$ cat src/rtl/lpt_ctrl_reg.sv
module lpt_ctrl_reg #(
  parameter int unsigned ADDR_W = 3,
  parameter logic [ADDR_W-1:0] CTRL_ADDR = 2,
  parameter int unsigned SYNC_STAGES = 2
) (
  input  logic              clk,
  input  logic              rst_n,
  input  logic [ADDR_W-1:0] bus_addr,
  input  logic              bus_wr,
  input  logic [7:0]        bus_wdata,
  output logic [7:0]        bus_rdata,
  input  logic              ext_mode,
  input  logic              ack_n,
  output logic              strobe_n,
  output logic              autofd_n,
  output logic              init_n,
  output logic              selectin_n,
  output logic              data_dir_in,
  output logic              irq
);

  localparam int unsigned CW = 6;

  logic [CW-1:0]          ctrl_q;
  logic [SYNC_STAGES-1:0] ack_sync_q;
  logic                   ack_prev_q;
  logic                   sel;
  logic                   ack_s;
  logic                   ack_rise;

  assign sel   = (bus_addr == CTRL_ADDR);
  assign ack_s = ack_sync_q[SYNC_STAGES-1];

  always_ff @(posedge clk or negedge rst_n) begin
    if (!rst_n)           ctrl_q <= '0;
    else if (bus_wr && sel) ctrl_q <= bus_wdata[CW-1:0];
  end

  always_ff @(posedge clk or negedge rst_n) begin
    if (!rst_n) begin
      ack_sync_q <= '1;
      ack_prev_q <= 1'b1;
      irq        <= 1'b0;
    end else begin
      ack_sync_q <= {ack_sync_q[SYNC_STAGES-2:0], ack_n};
      ack_prev_q <= ack_s;
      irq        <= ack_rise & ctrl_q[4];
    end
  end

  assign ack_rise = ack_s & ~ack_prev_q;

  assign bus_rdata   = sel ? {{(8-CW){1'b0}}, ctrl_q} : 8'h00;
  assign strobe_n    = ~ctrl_q[0];
  assign autofd_n    = ~ctrl_q[1];
  assign init_n      =  ctrl_q[2];
  assign selectin_n  = ~ctrl_q[3];
  assign data_dir_in = ext_mode & ctrl_q[5];


  irq_single_pulse_chk: assert property (@(posedge clk) disable iff (!rst_n)
    irq |=> !irq);


  irq_needs_enable_chk: assert property (@(posedge clk) disable iff (!rst_n)
    irq |-> $past(ctrl_q[4]));


  dir_forced_out_chk: assert property (@(posedge clk) disable iff (!rst_n)
    !ext_mode |-> !data_dir_in);


  write_readback_chk: assert property (@(posedge clk) disable iff (!rst_n)
    (bus_wr && sel) |=> (ctrl_q == $past(bus_wdata[CW-1:0])));


  strobe_follows_write_chk: assert property (@(posedge clk) disable iff (!rst_n)
    (bus_wr && sel) |=> (strobe_n == !$past(bus_wdata[0])));


  top_bits_zero_chk: assert property (@(posedge clk) disable iff (!rst_n)
    bus_rdata[7:6] == 2'b00);

endmodule

$ cat config.mk
export PLATFORM = sky130hd
export DESIGN_NAME = lpt_ctrl_reg
export DESIGN_NICKNAME = d
export VERILOG_FILES = /design/src/rtl/lpt_ctrl_reg.sv
export SDC_FILE = /design/constraint.sdc
export NUM_CORES = 1
export LEC_CHECK = 0
export ABC_AREA = 1
export BUFFER_PORTS_ARGS = -buffer_cell sky130_fd_sc_hd__clkbuf_2
export CORE_MARGIN = 1.5
export CORE_UTILIZATION = 35
export CTS_BUF_LIST = sky130_fd_sc_hd__clkbuf_16
export DETAILED_ROUTE_END_ITERATION = 10
export GPL_TIMING_DRIVEN = 0
export PLACE_DENSITY = 0.8
export SLEW_MARGIN = 20
export SYNTH_ARGS = -nofsm -noshare
export SYNTH_HDL_FRONTEND = slang
export SYNTH_SLANG_ARGS = --single-unit
export TNS_END_PERCENT = 50
$ cat constraint.sdc
create_clock -name clk -period 0.8 [get_ports clk]
set_clock_uncertainty 0.15 [all_clocks]
set_input_delay 0.2 -clock clk [delete_from_list [all_inputs] [get_ports clk]]
set_output_delay 0.2 -clock clk [all_outputs]
set_load 0.02 [all_outputs]
==> results.rst <==
.. list-table::
   :header-rows: 1

   * - Metric
     - Value
   * - Sequence of cells on the critical path
     - inv_2, nor2_4, buf_8
   * - Portion of the post-synthesis area used by sequential elements
     - between 50% and 60%
   * - Instance count of the mapped netlist
     - between 50 and 60
   * - FF-to-FF Start
     - ctrl_q[2]
   * - Worst Setup Slack, final
     - -431.6 ps
   * - Crit-path max cell delay
     - approximately 400 ps
   * - Minimum period implied by the final worst setup slack
     - 1232 ps
   * - Maximum number of pins on one net before global-route repair
     - 11
   * - Die Area
     - 1557 um^2
   * - Die Wd
     - around 39 um
   * - Count of unresolved DRC violations after routing
     - 0
   * - Post-DP HPWL
     - 772.3 um
   * - Data arrival time of the critical path
     - 880 ps
   * - Number of design-rule violations left by the first detailed-router iteration
     - 16
   * - # setup viols final
     - 19
   * - GRT Residual Overflow
     - 0
   * - Placed cell count
     - 93
   * - Count of vias placed by the detailed router
     - 491
   * - Starting density of the core
     - 39.74%
   * - Instance area after placement
     - 684.4 um^2
   * - Number of buffers added on ports
     - 25
   * - Drt wl/cell
     - 13.01 um
   * - Number of H-tree levels
     - 1
   * - Count of cells along the worst register-to-register path
     - 3
   * - Max Clock Freq
     - 812.0 MHz
   * - GR Util All Layers
     - approximately 19%
   * - Most used routing layer
     - met2
   * - Clk sinks
     - 10
   * - Critical Path Slowest Stage Cell
     - sky130_fd_sc_hd__dfrtp_1
   * - Worst reg-to-reg setup slack
     - -130 ps
   * - Final period util
     - 153.9%
   * - Cell Area, Synth
     - 465.4 um^2
   * - Startpoint type of the worst setup path
     - register
   * - Run status
     - complete, but fails checks
   * - Area grow syn2layout
     - 105.1%
   * - Row count
     - 12
   * - Worst Path Required
     - about 450 ps
   * - Die height
     - 39.47 um
   * - Fraction of layout cells with a size suffix above 1
     - 66.29%
   * - Unique masters post-synth
     - 12
   * - Critical register-to-register path endpoint
     - ctrl_q[2]
   * - Violations in the final reports
     - negative hold slack, negative setup slack
   * - Diode insertion count for antenna repair
     - 0
   * - Wire length of the first global-routing pass
     - 1883 um
   * - Met2 capacity usage during global routing
     - 33.20%
   * - Unrepaired setup endpoints after global routing
     - yes
   * - Power per standard cell area
     - between 2000 and 2500 nW/um^2
   * - Drt total wl
     - 1340 um
   * - Number of placed I/O pins
     - 30
   * - Number of clock buffers inserted by TritonCTS
     - 3
   * - Global routing met1 resource utilization
     - roughly 22%
   * - Number of synthesized register bits
     - 10
   * - Iteration count of the initial detailed-routing pass
     - 4
   * - Nets
     - roughly 110
   * - Post-route non-filler standard cell count
     - roughly 100
   * - Hold Vio Cnt, Final
     - 11
   * - Number of global-route vias before repair
     - 417
   * - Post-layout instance area
     - 954.7 um^2
   * - Clock transition at the registers of the reported paths
     - 40 ps
   * - Maximum vdd drop
     - 1.687 mV
   * - Mean number of vias per cell
     - approximately 4.8
   * - Avg Cell Area, Syn
     - 8.782 um^2
   * - Worst hold-check path type
     - in2async
   * - Initial antenna violation count
     - 0
   * - Leakage power summed over all cells
     - about 0.48 nW
   * - Max-cap violation count
     - 0
   * - TritonCTS clock tree
     - built
   * - Root buffer cell
     - sky130_fd_sc_hd__clkbuf_16
   * - WS Path Type
     - reg2out
   * - Clock insertion delay at the later pin of the skew report
     - about 230 ps
   * - Antenna Violating Nets Remaining
     - 0
   * - Final RePlAce weighted congestion
     - 0.7081
   * - Crit path capture type
     - primary output
   * - Yosys warning total
     - 0
   * - Worst-case hold slack
     - -323.0 ps
   * - Global routing met3 resource utilization
     - 5.114%
   * - Highest net fanout along the worst path
     - 2
   * - Placeable core region
     - about 1200 um^2
   * - Max-slew violation total from the final report
     - 0
   * - Overall power
     - 2.072 mW
   * - Maximum clock insertion buffer count
     - 2
==> kinds of logic (layout without fill, tap and decap cells) <==
kind of cell	after synthesis	in the layout	share of synthesized area, %
buffers and inverters	12	47	11.29
AND/OR/NAND/NOR	30	30	33.34
other	1	2	0.8057
flip-flops	10	10	54.57
==> flip-flops by register name, summed over array words and instances (netlist names) <==
register    cells
irq             1
ctrl_q          6
ack_prev_q      1
ack_sync_q      2
==> report_power, final <==
part	leakage [nW]	switching (mW)	total (mW)	internal (mW)
clock network	0.0423	0.215	0.868	0.653
logic	0.321	0.308	0.574	0.266
registers	0.119	0.0458	0.630	0.584
total	0.483	0.569	2.07	1.50
==> worst max-delay path: cells and delay by family (launching register included) <==
family | cells | cell delay (ps)
DFF | 1 | 390
buffers and inverters | 2 | 220
and+or+nand+nor | 1 | 40
==> metal layers <==
| metal | vias to the layer above | routed length, um |
|---|---|---|
| li1 | 232 | - |
| met1 | 237 | 575 |
| met2 | 20 | 683 |
| met3 | 2 | 59 |
| met4 | 0 | 21 |
| met5 | - | 0 |
==> how the worst max path moves through the flow <==
| stage | start | endpoint | slack [ps] | cells after the start |
|---|---|---|---|---|
| 3_3_place_gp | bus_addr[1] | bus_rdata[2] | -540 | 6 |
| 3_5_place_dp | bus_addr[1] | bus_rdata[2] | -550 | 6 |
| 6_report | ctrl_q[1] | bus_rdata[1] | -430 | 3 |
| 2_1_floorplan | bus_addr[1] | bus_rdata[2] | -200 | 4 |
| 5_1_grt | ctrl_q[5] | data_dir_in | -450 | 3 |
| 4_1_cts | ctrl_q[5] | bus_rdata[5] | -430 | 3 |
==> placed cells by master, fill, tap and decap left out, drive strengths merged <==
| cell type | Yosys | routed |
|---|---|---|
| buf | 2 | 19 |
| clkbuf | 0 | 17 |
| nand2 | 15 | 15 |
| inv | 10 | 11 |
| nor2 | 8 | 8 |
| nand4 | 7 | 7 |
| dfrtp | 7 | 7 |
| dfstp | 3 | 3 |
| conb | 1 | 2 |
==> metrics by stage <==
| step | util [%] | setup TNS (ps) | worst slack [ps] |
|---|---|---|---|
| 4_1_cts | 78.85 | -5202 | -433.1 |
| 6_report | 81.52 | -5149 | -431.6 |
| 3_5_place_dp | 58.44 | -5806 | -554.8 |
| 3_3_place_gp | 58.44 | -5493 | -535.9 |
| 5_1_grt | 81.52 | -5658 | -450.5 |
| 2_1_floorplan | - | -1818 | -196.6 |
==> cell type report <==
type                    instances  area [um^2]
repair buffers                 31        305.3
flip-flops and latches         10        255.2
multi-input cells              32        230.2
fillers                        65        216.5
clock buffers                   3        75.07
inverters                      10        52.55
well taps                      14        17.52
plain buffers                   2        15.01
clock inverters                 1        3.754
==> synthesized netlist by cell type <==
cell type,count,share of area [%]
sky130_fd_sc_hd__nand4_1,6,8.1
sky130_fd_sc_hd__nand2_1,14,11
sky130_fd_sc_hd__nor2_1,7,5.6
sky130_fd_sc_hd__nand4_2,1,2.7
sky130_fd_sc_hd__inv_2,3,2.4
sky130_fd_sc_hd__dfrtp_1,7,38
sky130_fd_sc_hd__conb_1,1,0.81
sky130_fd_sc_hd__nor2_8,1,4.3
sky130_fd_sc_hd__nand2_2,1,1.3
sky130_fd_sc_hd__inv_1,7,5.6
sky130_fd_sc_hd__buf_4,2,3.2
sky130_fd_sc_hd__dfstp_2,3,17
==> what timing repair did <==
action,4_1_cts,5_1_grt
gates resized for setup,29,14
buffers inserted,5,1
endpoints found under the setup margin,19,19
endpoints found under the hold margin,11,11
pin swaps,8,3
(Power assumes the default switching activity.)
